==> config.mk <==
export PLATFORM = sky130hd
export DESIGN_NAME = chain_walk_unit
export DESIGN_NICKNAME = d
export VERILOG_FILES = /design/src/rtl/cw_pkg.sv /design/src/rtl/cw_node_mem.sv /design/src/rtl/cw_walk_fsm.sv /design/src/rtl/chain_walk_unit.sv
export SDC_FILE = /design/constraint.sdc
export NUM_CORES = 2
export LEC_CHECK = 0
export ABC_CLOCK_PERIOD_IN_PS = 5800
export CAP_MARGIN = 10
export CORE_ASPECT_RATIO = 1.75
export CORE_MARGIN = 4
export CORE_UTILIZATION = 50
export DETAILED_ROUTE_END_ITERATION = 8
export GPL_ROUTABILITY_DRIVEN = 0
export PLACE_DENSITY = 0.63
export SKIP_LAST_GASP = 1
export SYNTH_ARGS = -nofsm -noshare
export SYNTH_HDL_FRONTEND = slang
export SYNTH_HIERARCHICAL = 1
export SYNTH_SLANG_ARGS = --single-unit
export TNS_END_PERCENT = 50
==> constraint.sdc <==
create_clock -name clk -period 5.8 [get_ports clk]
set_input_delay 1.16 -clock clk [delete_from_list [all_inputs] [get_ports clk]]
set_output_delay 1.16 -clock clk [all_outputs]
set_load 0.005 [all_outputs]
==> src/rtl/cw_pkg.sv <==
package cw_pkg;
   typedef enum logic [1:0] {
      ST_IDLE = 2'd0,
      ST_READ = 2'd1,
      ST_CMP  = 2'd2,
      ST_DONE = 2'd3
   } walk_state_t;
endpackage

==> src/rtl/cw_node_mem.sv <==
module cw_node_mem #(
   parameter int KEY_W = 16,
   parameter int PTR_W = 6
) (
   input  logic             clk,
   input  logic             wr_en,
   input  logic [PTR_W-1:0] wr_addr,
   input  logic [KEY_W-1:0] wr_key,
   input  logic [PTR_W-1:0] wr_next,
   input  logic             rd_en,
   input  logic [PTR_W-1:0] rd_addr,
   output logic [KEY_W-1:0] rd_key,
   output logic [PTR_W-1:0] rd_next
);
   localparam int DEPTH = 1 << PTR_W;

   logic [KEY_W-1:0] key_mem  [DEPTH];
   logic [PTR_W-1:0] next_mem [DEPTH];

   always_ff @(posedge clk) begin
      if (wr_en) begin
         key_mem[wr_addr]  <= wr_key;
         next_mem[wr_addr] <= wr_next;
      end
      if (rd_en) begin
         rd_key  <= key_mem[rd_addr];
         rd_next <= next_mem[rd_addr];
      end
   end
endmodule

==> src/rtl/cw_walk_fsm.sv <==
module cw_walk_fsm
   import cw_pkg::*;
#(
   parameter int TAG_W = 6,
   parameter int KEY_W = 16,
   parameter int PTR_W = 6
) (
   input  logic             clk,
   input  logic             rst_n,
   input  logic             in_valid,
   output logic             in_ready,
   input  logic [TAG_W-1:0] in_tag,
   input  logic             in_sel,
   input  logic [KEY_W-1:0] in_key,
   input  logic [PTR_W-1:0] in_head,
   output logic             rd_en,
   output logic [PTR_W-1:0] rd_addr,
   output logic             rd_sel,
   input  logic [KEY_W-1:0] rd_key,
   input  logic [PTR_W-1:0] rd_next,
   output logic             out_valid,
   input  logic             out_ready,
   output logic [TAG_W-1:0] out_tag,
   output logic             out_sel,
   output logic [PTR_W-1:0] out_ptr
);
   localparam logic [PTR_W-1:0] NULL_PTR = '0;

   walk_state_t      state_q;
   logic [TAG_W-1:0] tag_q;
   logic             sel_q;
   logic [KEY_W-1:0] key_q;
   logic [PTR_W-1:0] ptr_q;
   logic             key_hit;

   assign key_hit = (rd_key == key_q);

   always_ff @(posedge clk) begin
      if (!rst_n) begin
         state_q <= ST_IDLE;
         tag_q   <= '0;
         sel_q   <= 1'b0;
         key_q   <= '0;
         ptr_q   <= NULL_PTR;
      end else begin
         case (state_q)
            ST_IDLE: begin
               if (in_valid) begin
                  tag_q   <= in_tag;
                  sel_q   <= in_sel;
                  key_q   <= in_key;
                  ptr_q   <= in_head;
                  state_q <= (in_head == NULL_PTR) ? ST_DONE : ST_READ;
               end
            end
            ST_READ: state_q <= ST_CMP;
            ST_CMP: begin
               if (key_hit) begin
                  state_q <= ST_DONE;
               end else begin
                  ptr_q   <= rd_next;
                  state_q <= (rd_next == NULL_PTR) ? ST_DONE : ST_READ;
               end
            end
            ST_DONE: begin
               if (out_ready) state_q <= ST_IDLE;
            end
            default: state_q <= ST_IDLE;
         endcase
      end
   end

   assign in_ready  = (state_q == ST_IDLE);
   assign out_valid = (state_q == ST_DONE);
   assign rd_en     = (state_q == ST_READ);
   assign rd_addr   = ptr_q;
   assign rd_sel    = sel_q;
   assign out_tag   = tag_q;
   assign out_sel   = sel_q;
   assign out_ptr   = ptr_q;

   // after an accepted job the unit is busy
   a_r2_busy_after_accept: assert property (@(posedge clk) disable iff (!rst_n)
      (in_valid && in_ready) |=> !in_ready);

   // null is never dereferenced
   a_r3_no_null_read: assert property (@(posedge clk) disable iff (!rst_n)
      rd_en |-> (rd_addr != NULL_PTR));

   // a key match reports the address just compared
   a_r4_hit_addr: assert property (@(posedge clk) disable iff (!rst_n)
      (state_q == ST_CMP && key_hit) |=> (out_valid && out_ptr == $past(rd_addr)));

   // reaching null reports zero
   a_r4_miss_null: assert property (@(posedge clk) disable iff (!rst_n)
      (state_q == ST_CMP && !key_hit && rd_next == NULL_PTR) |=> (out_valid && out_ptr == NULL_PTR));

   // a stalled result holds steady
   a_r6_hold: assert property (@(posedge clk) disable iff (!rst_n)
      (out_valid && !out_ready) |=> (out_valid && $stable(out_ptr) && $stable(out_tag) && $stable(out_sel)));

   // a handed-off result frees the unit
   a_r6_release: assert property (@(posedge clk) disable iff (!rst_n)
      (out_valid && out_ready) |=> (!out_valid && in_ready));
endmodule

==> src/rtl/chain_walk_unit.sv <==
module chain_walk_unit #(
   parameter int TAG_W  = 6,
   parameter int KEY_W  = 16,
   parameter int PTR_W  = 6,
   parameter bit SHARED = 1'b1
) (
   input  logic             clk,
   input  logic             rst_n,
   input  logic             wr_en,
   input  logic             wr_sel,
   input  logic [PTR_W-1:0] wr_addr,
   input  logic [KEY_W-1:0] wr_key,
   input  logic [PTR_W-1:0] wr_next,
   input  logic             in_valid,
   output logic             in_ready,
   input  logic [TAG_W-1:0] in_tag,
   input  logic             in_sel,
   input  logic [KEY_W-1:0] in_key,
   input  logic [PTR_W-1:0] in_head,
   output logic             out_valid,
   input  logic             out_ready,
   output logic [TAG_W-1:0] out_tag,
   output logic             out_sel,
   output logic [PTR_W-1:0] out_ptr
);
   generate
      if (PTR_W < 2 || PTR_W > 12) begin : g_bad_ptr
         $error("chain_walk_unit: PTR_W must lie in 2..12");
      end
      if (KEY_W < 1 || TAG_W < 1) begin : g_bad_width
         $error("chain_walk_unit: KEY_W and TAG_W must be positive");
      end
   endgenerate

   logic             rd_en;
   logic [PTR_W-1:0] rd_addr;
   logic             rd_sel;
   logic [KEY_W-1:0] rd_key;
   logic [PTR_W-1:0] rd_next;
   logic             job_sel;

   generate
      if (SHARED) begin : g_two_tables
         logic [KEY_W-1:0] key_t0, key_t1;
         logic [PTR_W-1:0] nxt_t0, nxt_t1;

         cw_node_mem #(.KEY_W(KEY_W), .PTR_W(PTR_W)) i_mem0 (
            .clk(clk), .wr_en(wr_en && !wr_sel), .wr_addr(wr_addr),
            .wr_key(wr_key), .wr_next(wr_next), .rd_en(rd_en),
            .rd_addr(rd_addr), .rd_key(key_t0), .rd_next(nxt_t0));
         cw_node_mem #(.KEY_W(KEY_W), .PTR_W(PTR_W)) i_mem1 (
            .clk(clk), .wr_en(wr_en && wr_sel), .wr_addr(wr_addr),
            .wr_key(wr_key), .wr_next(wr_next), .rd_en(rd_en),
            .rd_addr(rd_addr), .rd_key(key_t1), .rd_next(nxt_t1));

         assign rd_key  = rd_sel ? key_t1 : key_t0;
         assign rd_next = rd_sel ? nxt_t1 : nxt_t0;
         assign job_sel = in_sel;
      end else begin : g_one_table
         cw_node_mem #(.KEY_W(KEY_W), .PTR_W(PTR_W)) i_mem0 (
            .clk(clk), .wr_en(wr_en), .wr_addr(wr_addr),
            .wr_key(wr_key), .wr_next(wr_next), .rd_en(rd_en),
            .rd_addr(rd_addr), .rd_key(rd_key), .rd_next(rd_next));
         assign job_sel = 1'b0;
      end
   endgenerate

   cw_walk_fsm #(.TAG_W(TAG_W), .KEY_W(KEY_W), .PTR_W(PTR_W)) i_fsm (
      .clk(clk), .rst_n(rst_n),
      .in_valid(in_valid), .in_ready(in_ready), .in_tag(in_tag),
      .in_sel(job_sel), .in_key(in_key), .in_head(in_head),
      .rd_en(rd_en), .rd_addr(rd_addr), .rd_sel(rd_sel),
      .rd_key(rd_key), .rd_next(rd_next),
      .out_valid(out_valid), .out_ready(out_ready), .out_tag(out_tag),
      .out_sel(out_sel), .out_ptr(out_ptr));

   // reset leaves the unit idle
   a_r1_reset_idle: assert property (@(posedge clk)
      $past(!rst_n) |-> (in_ready && !out_valid));
endmodule

* Yosys cells after proc, flatten, opt, wreduce, memory -nomap -nowiden
Memory sizes are Yosys's and may differ from the RTL's. A register that Yosys moved wholly into a read port is not among the register bits.
Index checks and enable logic that the tools add are counted.
** Word-level totals
- Flip-flop bits (word level) :: 31
- Output and inout bits :: 15
- Logic and storage cells :: 41
- Memory bits (writable) :: 2816
- Memories :: 4
- Input port bits :: 63
** Operators by class
- Muxes and demuxes :: 15
- Eq/ne operators :: 7
- Reduce and logical (&&, ||, !) cells :: 10
** Memory list
- g_two_tables.i_mem0.key_mem :: depth 64, width 16, rd ports 1, clocked after Yosys merged registers in 1, write ports 1, line cw_node_mem.sv:17 : logic [KEY_W-1:0] key_mem [DEPTH];
- g_two_tables.i_mem1.key_mem :: depth 64, width 16, rd ports 1, clocked after Yosys merged registers in 1, write ports 1, line cw_node_mem.sv:17
- g_two_tables.i_mem0.next_mem :: depth 64, width 6, rd ports 1, clocked after Yosys merged registers in 1, write ports 1, line cw_node_mem.sv:18 : logic [PTR_W-1:0] next_mem [DEPTH];
- g_two_tables.i_mem1.next_mem :: depth 64, width 6, rd ports 1, clocked after Yosys merged registers in 1, write ports 1, line cw_node_mem.sv:18
** Operator list (count)
- 6-bit two-way mux :: 3
- 16-bit equality test :: 1
- 16-bit two-way mux :: 1
- 6-bit logical NOT :: 2
- 6-bit case mux with 2 select lines :: 1
- 2-bit two-way mux :: 5
- 2-bit case mux with 4 select lines :: 1
- 2-bit equality test (second input constant) :: 2
- 1-bit two-way mux :: 4
- 2-bit != test (second input constant) :: 2
- 2-bit AND reduction :: 2
- 3-bit AND reduction :: 1
- 2-bit by 1-bit equality test with 1-bit output (second input constant) :: 1
- 1-bit logical AND :: 2
- 2-bit logical NOT :: 1
- 2-bit by 1-bit != test with 1-bit output (second input constant) :: 1
- 2-bit nonzero test :: 1
- 1-bit logical NOT :: 1

* Logic depth before layout (Yosys ltp)
- Depth after elaboration :: 5
- Mapped depth :: 11
- Depth with buffers taken out :: 5

* Hierarchy
Netlist, hierarchy kept.
** Modules (own cells, without submodules)
- cw_node_mem :: area each 54538.6 um^2, times used 2, seq. area each 42941.2 um^2, cells an instance 2437
- cw_walk_fsm :: area each 1750.4 um^2, times used 1, seq. area each 620.6 um^2, cells an instance 210
- chain_walk_unit :: area each 282.8 um^2, times used 1, seq. area each 0.0 um^2, cells an instance 26

* Worst setup path after synthesis
Ideal clock, no wire load.
- Path kind :: input port to flip-flop
- From :: in wr_addr[5]
- To :: mem g_two_tables.i_mem0.key_mem[32][0] (enable)
- Required time :: 5.399 ns
- Path slack :: 2.462 ns
- Buffers on the path :: 2
- Library setup time :: 0.401 ns
- Arrival time :: 2.938 ns
- Stages :: 4
- Cell sequence :: clkbuf_1 or3b_2 clkbuf_1 nor2_1
** RTL lines
- from (decl) :: line chain_walk_unit.sv:11 : input logic [PTR_W-1:0] wr_addr,
- to (decl) :: line cw_node_mem.sv:17
No word-level cell before the write port.

* Worst setup path in the final report
- From :: reg i_fsm.ptr_q[0], in the netlist i_fsm/out_ptr[0]
- To :: out out_ptr[0]
** RTL lines
- from (decl) :: line cw_walk_fsm.sv:33 : logic [PTR_W-1:0] ptr_q;
- from (signal assigned) :: line cw_walk_fsm.sv:52 : ptr_q <= in_head;
- from (signal assigned) :: line cw_walk_fsm.sv:61 : ptr_q <= rd_next;
- to (decl) :: line chain_walk_unit.sv:24 : output logic [PTR_W-1:0] out_ptr
No word-level cell between the ends.

==> impl_metrics.toml <==
[sta]
hold_viol_final = 0
finalCriticalPeriod_ns = 3.993
tightest_slew_ns = 1.311
finalCritPeriodShare = 0.6885
fmax_mhz = 250.4
report.final.slew_viol_count = 0
slew_headroom = 0.1233
fin_setup_tns_ns = 0
skew_ns = 0.05376
rsz0062_at_grt = "false"
finalSetupViolations = 0

[logic_synthesis]
synth_cells = 5110
yosys.cell_types.count = 46
synth-seq-cells = 2891
ys_seq_area_frac = 0.7785
yosysWarnings = 6
syn_nets = 5173
postSynthAreaPerCell_um2 = 21.74
netlist_area_um2 = 111100

[setup_path]
slowest_stage = "dfxtp_4"
crit_family = "buffers and inverters"
cp-start-kind = "flop"
worstSetupPathType = "reg2out"
arrival_ns = 2.83
end_kind = "output pin"
worst-path-buf-inv = 2
path_max_fanout = 29
crit_required_ns = 4.64
ff2ff_setup_slack_ns = 2.05
slowest_delay_ns = 0.88
crit_chain = "buf_4 > clkdlybuf4s50_1"

[cells_and_area]
drive_gt1_frac = 0.2531
nets = 5493
syn2layout_area_growth_pct = 12.45
final_cells = 8500

[die]
die_y_um = 631.6
rows = 228
die_width_um = 364.3
dieArea_um2 = 230100
io_pins = 78
core_region_area_um2 = 220800
initial_core_util = 0.5032

[clock_tree]
tritoncts = "done"
clockRootBuffer = "clkbuf_16"
cts-resized-gates = 0
clock_sinks = 2891
post_cts_buffers = 0
worstSkewPairLatency_ns = 0.84
cts_buffer_depth = 4
cts_buffers = 267
htreeDepth = 5
cts_hold_buf = 0
cts.clk_slew.worst_paths_ns = 0.07

[power_and_ir_drop]
p_leak_nw = 38.05
p_total_mw = 43.21
power_density_nw_per_um2 = 345.9
vdd_ir_drop_max_mv = 0.2306

[placement]
dp.cells = 8036
dp_hpwl_mm = 174.8
portBuffers = 77

[grt]
grt_pass1_wl_mm = 400.0
grt_overflow = 0
grt.total_usage = 0.2453
grt_max_degree = 129
antenna_found_initial = 21
first_global_vias = 54110

[detailed_routing]
first_pass_iters = 6
route.antenna.remaining_nets = 0
drcViolationCount = 0
via_per_inst = 6.196
drt-initial-drc-count = 5374
drt-total-wl_mm = 280.5
avgRoutedWirePerCell_um = 33.00
vias = 52660

[min_path]
hp-class = "reg2reg"

[status]
run_status = "complete, no violations"

[flow_run]
maxCapViolations = 0
## kinds of logic (layout without fill, tap and decap cells)
family | Yosys count | in the layout | synth area share
other cells | 0 | 11 | 0
xor+xnor | 16 | 16 | 0.001261
flops | 2891 | 2891 | 0.7785
compound gates | 521 | 521 | 0.03164
buf+inv | 294 | 798 | 0.01428
simple gates | 360 | 360 | 0.01587
mux | 1028 | 1028 | 0.1584
## state kept, by name (all words and copies together), names as in the netlist, 2 cells and up
register                      count
g_two_tables.i_mem0/key_mem    1024
g_two_tables.i_mem0/next_mem    384
g_two_tables.i_mem0/rd_key       16
g_two_tables.i_mem0/rd_next       6
g_two_tables.i_mem1/key_mem    1024
g_two_tables.i_mem1/next_mem    384
g_two_tables.i_mem1/rd_key       16
g_two_tables.i_mem1/rd_next       6
i_fsm/key_q                      16
i_fsm/out_ptr                     6
i_fsm/out_tag                     6
i_fsm/state_q                     2
## worst min-delay path, cell delays in order, from the launching register on
cell and delay (ns):
dfxtp_1 0.31, nand2_1 0.05, a21boi_1 0.05
## cell usage in the layout (no fill, tap or decap), drive strengths merged, types with 9 or more instances in the layout
master,synthesis,routed
clkinv,0,100
clkdlybuf4s50,0,54
edfxtp,2860,2860
bufinv,0,24
o21ai,69,69
mux2i,422,422
and3,47,47
nor3,16,16
clkinvlp,0,10
nor2,161,161
xor2,16,16
dfxtp,31,31
a31oi,68,68
buf,180,290
nand3,13,13
nand2b,10,10
a22o,9,9
a21boi,23,23
clkbuf,113,314
diode,0,11
mux4,582,582
o31ai,34,34
mux2,24,24
nand3b,17,17
a21o,35,35
nor2b,12,12
a22oi,138,138
o22ai,112,112
a211oi,15,15
nand2,59,59
## per-layer routing
layer / global-route usage / part of all wire / vias up
li1: - / - / 22110
met5: 0 / 0.000036 / -
met2: 0.4152 / 0.51 / 1983
met3: 0.03368 / 0.062 / 540
met1: 0.3051 / 0.36 / 28020
met4: 0.1409 / 0.070 / 2
## final cells by class
cell class	instances	area, um^2
repair buffers	344	3015
fillers	16210	95860
well taps	2875	3597
clock inverters	139	1303
inverters	1	3.754
multi-input cells	1925	23400
clock buffers	314	7071
diodes	11	27.53
flip-flops and latches	2891	86520
## report_power, final
group | internal (mW) | switching, mW
clock | 9.78 | 7.42
sequential | 23.1 | 0.112
combinational | 1.01 | 1.81
total | 33.9 | 9.34
## synthesized netlist by cell type, drive strengths merged
cell type  instances  area (um^2)
o22ai            112        700.7
nor3b              1        12.51
xor2              16        140.1
a22o               9        78.83
nor2b             12        75.07
o311ai             1        8.760
a221oi             8        70.07
dfxtp             31        620.6
o21ai             69        345.3
nand3             13        65.06
nor3              16        100.1
or2                2        12.51
a21boi            23        172.7
o31ai             34        255.2
nor4               5        56.31
a211oi            15        112.6
a21oi              8        40.04
mux2i            422         4224
nor2             161        604.3
nand2b            10        62.56
and3              47        294.0
nand3b            17        127.6
inv                1        3.750
a21o              35        262.8
mux2              24        270.3
buf              180         1159
a31oi             68        425.4
and2               4        25.02
a22oi            138         1036
or3b               7        61.31
nand2             59        221.5
o21bai             1        7.510
edfxtp          2860        85880
nand4              3        25.02
or3                2        12.51
clkbuf           113        424.2
mux4             582        13110
or4                1        7.510
## through the flow
stage / instance area [um^2] / hold slack, ns / worst slack (ns) / util
detailed placement: 116500 / 0.4534 / 1.276 / 0.5278
global route: 124900 / 0.4845 / 1.722 / 0.5657
global placement: 116500 / 0.4464 / 1.257 / 0.5278
finish: 124900 / 0.4610 / 1.807 / 0.5658
floorplan: 111100 / 0.4468 / 2.462 / -
CTS: 124900 / 0.4647 / 1.733 / 0.5657
## worst paths after layout
path | startpoint | end | depth (start not counted)
max reg2reg | i_fsm/out_ptr[0]$_SDFFE_PN0P_ | g_two_tables.i_mem0/rd_key[9]$_DFFE_PP_ | 5
min reg2reg | i_fsm/out_tag[4]$_SDFFE_PN0P_ | i_fsm/out_tag[4]$_SDFFE_PN0P_ | 2
min | i_fsm/out_tag[4]$_SDFFE_PN0P_ | i_fsm/out_tag[4]$_SDFFE_PN0P_ | 2
max | i_fsm/out_ptr[0]$_SDFFE_PN0P_ | out_ptr[0] | 2
Power figures use the tool's default switching activity.
